## config.mk

```make
export PLATFORM = sky130hd
export DESIGN_NAME = smb_reg_slave
export DESIGN_NICKNAME = d
export VERILOG_FILES = /design/src/rtl/smb_reg_pkg.sv /design/src/rtl/smb_line_filter.sv /design/src/rtl/smb_bus_cond.sv /design/src/rtl/smb_reg_file.sv /design/src/rtl/smb_xfer_fsm.sv /design/src/rtl/smb_reg_slave.sv
export SDC_FILE = /design/constraint.sdc
export NUM_CORES = 1
export LEC_CHECK = 0
export BUFFER_PORTS_ARGS = -buffer_cell sky130_fd_sc_hd__clkbuf_2
export CORE_UTILIZATION = 45
export CTS_BUF_LIST = sky130_fd_sc_hd__clkbuf_2 sky130_fd_sc_hd__clkbuf_4 sky130_fd_sc_hd__clkbuf_8
export DETAILED_ROUTE_END_ITERATION = 12
export GPL_ROUTABILITY_DRIVEN = 0
export GPL_TIMING_DRIVEN = 0
export PLACE_DENSITY = 0.72
export RECOVER_POWER = 25
export SLEW_MARGIN = 20
export SYNTH_ARGS = -nofsm -noshare
export SYNTH_HDL_FRONTEND = slang
export SYNTH_SLANG_ARGS = --single-unit
export TNS_END_PERCENT = 50
```

## constraint.sdc

```tcl
create_clock -name clk_i -period 3.3 [get_ports clk_i]
set_input_delay 0.165 -clock clk_i [delete_from_list [all_inputs] [get_ports clk_i]]
set_output_delay 0.165 -clock clk_i [all_outputs]
set_load 0.005 [all_outputs]
```

## src/rtl/smb_reg_pkg.sv

```systemverilog
package smb_reg_pkg;
  localparam int unsigned NREG      = 6;
  localparam logic [6:0]  DEV_ADDR7 = 7'h6B;
  localparam int unsigned IDX_EN_A  = 1;
  localparam int unsigned IDX_EN_B  = 2;
  localparam int unsigned IDX_CNT   = 4;
  localparam int unsigned IDX_AMP   = 5;

  typedef enum logic [1:0] {ST_IDLE, ST_RX, ST_RX_ACK, ST_TX} xfer_st_e;
  typedef enum logic [1:0] {PH_ADDR, PH_CMD, PH_CNT, PH_DATA} xfer_ph_e;

  function automatic logic [7:0] reg_rst_val(int unsigned idx);
    case (idx)
      1:       return 8'h15;
      2:       return 8'hE0;
      3:       return 8'h08;
      4:       return 8'h06;
      5:       return 8'hD8;
      default: return 8'h00;
    endcase
  endfunction
endpackage

```

## src/rtl/smb_line_filter.sv

```systemverilog
module smb_line_filter #(
  parameter int unsigned FILT_LEN = 4
) (
  input  logic clk_i,
  input  logic rst_ni,
  input  logic raw_i,
  output logic sync_o,
  output logic filt_o
);
  localparam int unsigned CW = $clog2(FILT_LEN + 1);

  logic          meta_q;
  logic [CW-1:0] run_q;

  always_ff @(posedge clk_i or negedge rst_ni) begin
    if (!rst_ni) begin
      meta_q <= 1'b1;
      sync_o <= 1'b1;
      filt_o <= 1'b1;
      run_q  <= '0;
    end else begin
      meta_q <= raw_i;
      sync_o <= meta_q;
      if (sync_o != filt_o) begin
        if (run_q == CW'(FILT_LEN - 1)) begin
          filt_o <= sync_o;
          run_q  <= '0;
        end else begin
          run_q <= run_q + 1'b1;
        end
      end else begin
        run_q <= '0;
      end
    end
  end
endmodule

```

## src/rtl/smb_bus_cond.sv

```systemverilog
module smb_bus_cond (
  input  logic clk_i,
  input  logic rst_ni,
  input  logic scl_i,
  input  logic sda_i,
  output logic scl_rise_o,
  output logic scl_fall_o,
  output logic start_o,
  output logic stop_o
);
  logic scl_q, sda_q;

  always_ff @(posedge clk_i or negedge rst_ni) begin
    if (!rst_ni) begin
      scl_q <= 1'b1;
      sda_q <= 1'b1;
    end else begin
      scl_q <= scl_i;
      sda_q <= sda_i;
    end
  end

  assign scl_rise_o = scl_i & ~scl_q;
  assign scl_fall_o = ~scl_i & scl_q;
  // data edges only count as conditions while the clock stays high
  assign start_o    = scl_i & scl_q & sda_q & ~sda_i;
  assign stop_o     = scl_i & scl_q & ~sda_q & sda_i;
endmodule

```

## src/rtl/smb_reg_file.sv

```systemverilog
module smb_reg_file import smb_reg_pkg::*; #(
  parameter int unsigned N = NREG
) (
  input  logic       clk_i,
  input  logic       rst_ni,
  input  logic       wr_en_i,
  input  logic [7:0] wr_idx_i,
  input  logic [7:0] wr_data_i,
  input  logic [7:0] rd_idx_i,
  output logic [7:0] rd_data_o,
  output logic [7:0] cnt_o,
  output logic [5:0] out_en_o,
  output logic       amp_sel_o,
  output logic [2:0] amp_code_o
);
  localparam int unsigned IW = $clog2(N);

  logic [7:0] regs [N];

  for (genvar g = 0; g < N; g++) begin : g_reg
    always_ff @(posedge clk_i or negedge rst_ni) begin
      if (!rst_ni)
        regs[g] <= reg_rst_val(g);
      else if (wr_en_i && (wr_idx_i == 8'(g)))
        regs[g] <= wr_data_i;
    end
  end

  assign rd_data_o  = (rd_idx_i < 8'(N)) ? regs[rd_idx_i[IW-1:0]] : 8'h00;
  assign cnt_o      = regs[IDX_CNT];
  assign out_en_o   = {regs[IDX_EN_B][5], regs[IDX_EN_B][6], regs[IDX_EN_B][7],
                       regs[IDX_EN_A][0], regs[IDX_EN_A][2], regs[IDX_EN_A][4]};
  assign amp_sel_o  = regs[IDX_AMP][7];
  assign amp_code_o = regs[IDX_AMP][6:4];
endmodule

```

## src/rtl/smb_xfer_fsm.sv

```systemverilog
module smb_xfer_fsm import smb_reg_pkg::*; #(
  parameter logic [6:0] DEV_ADDR = DEV_ADDR7
) (
  input  logic       clk_i,
  input  logic       rst_ni,
  input  logic       scl_rise_i,
  input  logic       scl_fall_i,
  input  logic       start_i,
  input  logic       stop_i,
  input  logic       sda_i,
  input  logic [7:0] rd_data_i,
  input  logic [7:0] cnt_i,
  output logic       sda_oe_o,
  output logic       wr_en_o,
  output logic [7:0] wr_idx_o,
  output logic [7:0] wr_data_o,
  output logic [7:0] rd_idx_o
);
  xfer_st_e   st_q;
  xfer_ph_e   ph_q;
  logic [7:0] sh_q, ptr_q, wcnt_q;
  logic [3:0] bit_q;
  logic       blk_q, rd_req_q, tx_first_q, m_ack_q, tx_ack_q;

  logic [7:0] ptr_inc, tx_byte;
  logic       tx_cnt;

  assign ptr_inc  = (ptr_q == 8'hFF) ? ptr_q : ptr_q + 8'd1;
  assign tx_cnt   = blk_q & tx_first_q;   // first byte of a block read is the count
  assign tx_byte  = tx_cnt ? cnt_i : rd_data_i;
  assign rd_idx_o = ptr_q;

  always_ff @(posedge clk_i or negedge rst_ni) begin
    if (!rst_ni) begin
      st_q       <= ST_IDLE;
      ph_q       <= PH_ADDR;
      sh_q       <= '0;
      ptr_q      <= '0;
      wcnt_q     <= '0;
      bit_q      <= '0;
      blk_q      <= 1'b0;
      rd_req_q   <= 1'b0;
      tx_first_q <= 1'b0;
      m_ack_q    <= 1'b0;
      tx_ack_q   <= 1'b0;
      sda_oe_o   <= 1'b0;
      wr_en_o    <= 1'b0;
      wr_idx_o   <= '0;
      wr_data_o  <= '0;
    end else begin
      wr_en_o <= 1'b0;
      if (start_i) begin
        st_q     <= ST_RX;
        ph_q     <= PH_ADDR;
        bit_q    <= '0;
        rd_req_q <= 1'b0;
        tx_ack_q <= 1'b0;
        sda_oe_o <= 1'b0;
      end else if (stop_i) begin
        st_q     <= ST_IDLE;
        sda_oe_o <= 1'b0;
      end else begin
        case (st_q)
          ST_RX: begin
            if (scl_rise_i && bit_q != 4'd8) begin
              sh_q  <= {sh_q[6:0], sda_i};
              bit_q <= bit_q + 4'd1;
            end else if (scl_fall_i && bit_q == 4'd8) begin
              st_q     <= ST_RX_ACK;
              sda_oe_o <= 1'b1;
              case (ph_q)
                PH_ADDR: begin
                  if (sh_q[7:1] == DEV_ADDR) begin
                    rd_req_q   <= sh_q[0];
                    tx_first_q <= 1'b1;
                    ph_q       <= PH_CMD;
                  end else begin
                    st_q     <= ST_IDLE;
                    sda_oe_o <= 1'b0;
                  end
                end
                PH_CMD: begin
                  blk_q  <= ~sh_q[7];
                  ptr_q  <= {1'b0, sh_q[6:0]};
                  wcnt_q <= sh_q[7] ? 8'd1 : 8'd0;
                  ph_q   <= sh_q[7] ? PH_DATA : PH_CNT;
                end
                PH_CNT: begin
                  wcnt_q <= sh_q;
                  ph_q   <= PH_DATA;
                end
                default: begin
                  if (wcnt_q != 8'd0) begin
                    wr_en_o   <= 1'b1;
                    wr_idx_o  <= ptr_q;
                    wr_data_o <= sh_q;
                    wcnt_q    <= wcnt_q - 8'd1;
                    ptr_q     <= ptr_inc;
                  end
                end
              endcase
            end
          end
          ST_RX_ACK: begin
            if (scl_fall_i) begin
              bit_q <= '0;
              if (rd_req_q) begin
                st_q       <= ST_TX;
                sh_q       <= tx_byte;
                sda_oe_o   <= ~tx_byte[7];
                tx_first_q <= 1'b0;
                if (!tx_cnt) ptr_q <= ptr_inc;
              end else begin
                st_q     <= ST_RX;
                sda_oe_o <= 1'b0;
              end
            end
          end
          ST_TX: begin
            if (!tx_ack_q) begin
              if (scl_fall_i) begin
                if (bit_q == 4'd7) begin
                  sda_oe_o <= 1'b0;
                  tx_ack_q <= 1'b1;
                end else begin
                  sh_q     <= {sh_q[6:0], 1'b0};
                  sda_oe_o <= ~sh_q[6];
                  bit_q    <= bit_q + 4'd1;
                end
              end
            end else if (scl_rise_i) begin
              m_ack_q <= ~sda_i;
            end else if (scl_fall_i) begin
              tx_ack_q <= 1'b0;
              if (m_ack_q) begin
                bit_q      <= '0;
                sh_q       <= tx_byte;
                sda_oe_o   <= ~tx_byte[7];
                tx_first_q <= 1'b0;
                if (!tx_cnt) ptr_q <= ptr_inc;
              end else begin
                st_q <= ST_IDLE;
              end
            end
          end
          default: ;
        endcase
      end
    end
  end
endmodule

```

## src/rtl/smb_reg_slave.sv

```systemverilog
module smb_reg_slave import smb_reg_pkg::*; #(
  parameter int unsigned FILT_LEN = 4,
  parameter logic [6:0]  DEV_ADDR = DEV_ADDR7
) (
  input  logic       clk_i,
  input  logic       rst_ni,
  input  logic       scl_i,
  input  logic       sda_i,
  output logic       sda_oe_o,
  output logic [5:0] out_en_o,
  output logic       amp_sel_o,
  output logic [2:0] amp_code_o
);
  localparam int unsigned NLINE = 2;

  logic [NLINE-1:0] line_raw, line_s, line_f;
  logic scl_s, scl_f, sda_f;
  logic scl_rise, scl_fall, start_det, stop_det;
  logic       wr_en;
  logic [7:0] wr_idx, wr_data, rd_idx, rd_data, cnt_val;

  assign line_raw = {sda_i, scl_i};

  for (genvar l = 0; l < NLINE; l++) begin : g_line
    smb_line_filter #(.FILT_LEN(FILT_LEN)) u_filt (
      .clk_i (clk_i),
      .rst_ni(rst_ni),
      .raw_i (line_raw[l]),
      .sync_o(line_s[l]),
      .filt_o(line_f[l])
    );
  end

  assign scl_s = line_s[0];
  assign scl_f = line_f[0];
  assign sda_f = line_f[1];

  smb_bus_cond u_cond (
    .clk_i     (clk_i),
    .rst_ni    (rst_ni),
    .scl_i     (scl_f),
    .sda_i     (sda_f),
    .scl_rise_o(scl_rise),
    .scl_fall_o(scl_fall),
    .start_o   (start_det),
    .stop_o    (stop_det)
  );

  smb_xfer_fsm #(.DEV_ADDR(DEV_ADDR)) u_fsm (
    .clk_i     (clk_i),
    .rst_ni    (rst_ni),
    .scl_rise_i(scl_rise),
    .scl_fall_i(scl_fall),
    .start_i   (start_det),
    .stop_i    (stop_det),
    .sda_i     (sda_f),
    .rd_data_i (rd_data),
    .cnt_i     (cnt_val),
    .sda_oe_o  (sda_oe_o),
    .wr_en_o   (wr_en),
    .wr_idx_o  (wr_idx),
    .wr_data_o (wr_data),
    .rd_idx_o  (rd_idx)
  );

  smb_reg_file #(.N(NREG)) u_regs (
    .clk_i     (clk_i),
    .rst_ni    (rst_ni),
    .wr_en_i   (wr_en),
    .wr_idx_i  (wr_idx),
    .wr_data_i (wr_data),
    .rd_idx_i  (rd_idx),
    .rd_data_o (rd_data),
    .cnt_o     (cnt_val),
    .out_en_o  (out_en_o),
    .amp_sel_o (amp_sel_o),
    .amp_code_o(amp_code_o)
  );
endmodule

```

==> flow_metrics.py <==
metrics = {
    "timing": {
        "finalHoldViolations": 0,
        "setup_slack_ps": 738,
        "tns_ps": 0,
        "rsz0062_at_grt": "no",
        "maxSlewHeadroom": -0.000198,
        "clock.fmax_mhz": 390,
        "finalSetupViolations": 0,
        "drv_slew": 31,
        "fin_crit_sh": 0.776,
        "worst_pin_slew_ps": 1500,
        "fin_worst_skew_ps": 15.7,
        "fin_crit_ps": 2560,
    },
    "route": {
        "drt-pass1-iter-count": 4,
        "drtAntennaViolNets": 0,
        "via_count": 4511,
        "viasPerCell": 5.75,
        "avgRoutedWirePerCell_um": 17.9,
        "first_iter_violations": 330,
        "wirelength_mm": 14.0,
        "drc": 0,
    },
    "setup_path": {
        "required_ps": 3580,
        "rrSetupSlack_ps": 740,
        "start_kind": "register",
        "crit_fanout": 10,
        "crit_type": "register to register",
        "worst_setup_path_end_kind": "register",
        "cp_data_arrival_time_ps": 2850,
    },
    "placement": {
        "place_area_um2": 6680,
        "dp_hpwl_mm": 9.85,
        "dpl_worst_slack_ps": 820,
        "port_buffers": 14,
    },
    "global_route": {
        "grt_overflow": 0,
        "grt_pass1_wl_mm": 24.1,
        "grt_pass1_vias": 4724,
        "grt.total_usage": 0.213,
        "antenna_found_initial": 0,
        "grt_max_degree": 60,
    },
    "layout": {
        "multiInputGateArea_um2": 3120,
        "area_growth_pct": 13.3,
        "fin_nets": 612,
        "diodes": 0,
        "drive_gt1_frac": 0.300,
        "final_util": 0.520,
        "final_common_cell": "dfrtp_1",
        "nFillCells": 1201,
        "seq_area_um2": 2950,
        "mostFrequentLayoutCells": "dfrtp_1 (96), mux2_2 (58), nand2_1 (43)",
        "stdcell_area_um2": 7190,
    },
    "logic_synthesis": {
        "synth.avg_cell_area_um2": 11.5,
        "ys_types": 73,
        "synth_flop_cell": "dfrtp_1",
        "syn_nets": 575,
        "ys.warnings.count": 0,
        "synthesis.area_um2": 6350,
        "syn_inst": 554,
        "synth-edff-count": 0,
        "ys_seq_elements": 117,
        "async_flop_share": 1.00,
        "synth_seq_area_share": 0.465,
    },
    "floorplanning": {
        "io-pin-count": 15,
        "placeableCoreArea_um2": 13800,
        "die_w_um": 121,
        "dieArea_um2": 14600,
        "rows": 43,
        "initial_core_util": 0.459,
        "die_h_um": 121,
    },
    "cts": {
        "clock_path_buffers": 2,
        "h-tree-depth": 4,
        "clk-insertion-delay-late_ps": 440,
        "post_cts_buffers": 0,
        "cts_buffers": 17,
        "cts-root-buf": "clkbuf_8",
        "cts_tree": "done",
        "path_clk_slew_ps": 70,
        "cts.sinks": 117,
    },
    "pwr": {
        "p_sw_frac": 0.360,
        "share_comb_of_total_power": 0.333,
        "ir_drop_mv": 0.396,
        "seqPwrFrac": 0.354,
        "clkPwrFrac": 0.313,
        "p_total_w": 0.00518,
        "p_int_w": 0.00331,
        "leakagePower_nw": 3.18,
        "power_switching_w": 0.00187,
        "p_per_area_nw_per_um2": 720,
    },
    "outcome": {
        "violations": "capacitance limit, slew limit",
        "status": "finished, violations left",
    },
    "min_path": {
        "hold_class": "register to register",
    },
    "run": {
        "drv_cap": 1,
    },
}
## sequential cells by signal (all words and copies together) (netlist names), 2 cells and up
name / cells
u_fsm.wr_idx_o: 8
u_fsm.ph_q: 2
u_fsm.rd_idx_o: 8
u_fsm.st_q: 2
u_fsm.wcnt_q: 8
u_fsm.wr_data_o: 8
u_regs.regs: 30
g_line.u_filt.meta_q: 2
g_line.u_filt.run_q: 6
u_regs.cnt_o: 8
u_fsm.sh_q: 8
g_line.u_filt.sync_o: 2
u_regs.out_en_o: 6
u_regs.amp_code_o: 3
g_line.u_filt.filt_o: 2
u_fsm.bit_q: 4
## worst paths after layout
check / endpoint / depth (start not counted) / from
hold reg to reg: g_line[1].u_filt.sync_o$_DFF_PN1_ / 0 / g_line[1].u_filt.meta_q$_DFF_PN1_
setup reg to reg: u_fsm.rd_idx_o[5]$_DFFE_PN0P_ / 8 / u_fsm.st_q[0]$_DFFE_PN0P_
min in group asynchronous: g_line[0].u_filt.run_q[2]$_DFF_PN0_ / 2 / rst_ni
hold / removal: g_line[1].u_filt.sync_o$_DFF_PN1_ / 0 / g_line[1].u_filt.meta_q$_DFF_PN1_
setup / recovery: u_fsm.rd_idx_o[5]$_DFFE_PN0P_ / 8 / u_fsm.st_q[0]$_DFFE_PN0P_
max in group asynchronous: u_regs.out_en_o[1]$_DFFE_PN1P_ / 3 / rst_ni
## cell type report
type / instances / share of cell area
multi-input cells: 383 / 0.433
repair buffers: 18 / 0.0177
plain buffers: 35 / 0.0287
flip-flops and latches: 117 / 0.411
clock buffers: 20 / 0.0374
well taps: 180 / 0.0313
inverters: 19 / 0.00991
clock inverters: 12 / 0.0311
## Yosys cell counts (4+ instances only)
| master | count | area [um2] |
|---|---|---|
| dfrtp_1 | 96 | 2400 |
| mux2_2 | 58 | 653 |
| nand2_1 | 43 | 161 |
| nor2_1 | 36 | 135 |
| dfstp_2 | 21 | 552 |
| a21oi_1 | 19 | 95.1 |
| inv_1 | 19 | 71.3 |
| o21ai_0 | 19 | 95.1 |
| ha_1 | 17 | 213 |
| nor3_1 | 16 | 80.1 |
| mux2i_1 | 14 | 140 |
| a2bb2oi_1 | 11 | 96.3 |
| buf_4 | 11 | 82.6 |
| nand3_1 | 11 | 55.1 |
| clkbuf_1 | 10 | 37.5 |
| buf_2 | 9 | 45.0 |
| mux2_1 | 9 | 101 |
| a22oi_1 | 8 | 60.1 |
| nor3b_1 | 8 | 60.1 |
| mux4_2 | 7 | 158 |
| nand4_1 | 7 | 43.8 |
| nor2b_1 | 7 | 43.8 |
| o221ai_2 | 7 | 105 |
| a211oi_1 | 5 | 37.5 |
| nand2b_1 | 5 | 31.3 |
| nand3b_1 | 5 | 37.5 |
| nand4b_1 | 4 | 35.0 |
| o22ai_1 | 4 | 25.0 |
## through the flow
stage,hold WS (ps),instances
after floorplan,-131,554
after global placement,253,748
after detailed placement,176,749
after CTS,266,784
after global routing,352,784
final,361,784
## power by group through the flow
| stage | combinational [W] | sequential [W] | clock [W] |
|---|---|---|---|
| 6_report | 0.00173 | 0.00183 | 0.00162 |
| 5_1_grt | 0.00191 | 0.00186 | 0.00171 |
| 4_1_cts | 0.00172 | 0.00183 | 0.00164 |
| 3_5_place_dp | 0.00171 | 0.00186 | 0 |
| 3_3_place_gp | 0.00165 | 0.00185 | 0 |
| 2_1_floorplan | 0.00134 | 0.00177 | 0 |
## timing repair
action / CTS / global route
gates resized for setup: 0 / 0
endpoints found under the hold margin: 43 / 0
hold buffers: 3 / 0
setup endpoints to repair: 0 / 0
## worst max-delay path, cell delays in order (launching register included)
cell       delay [ps]
dfrtp_1           380
inv_1              80
ha_1              270
buf_2             220
nor2_1            340
o21ai_0           160
a41o_1            320
nor2_1            480
a2bb2oi_1         140
## routing by layer
metal  up-vias  GRT usage  part of all wire
met5         -          0                 0
li1       2118          -                 -
met2        94      0.349              0.50
met1      2275      0.267              0.45
met3        24     0.0524             0.033
met4         0     0.0965             0.021
## cells by family after synthesis
group	Yosys count	share of synthesized area
simple gates	164	0.142
flops	117	0.465
compound gates	110	0.143
mux	88	0.166
buf+inv	54	0.0438
fa+ha+maj	17	0.0335
xor+xnor	4	0.00670
Note: power is estimated with default switching activity, not from simulation.
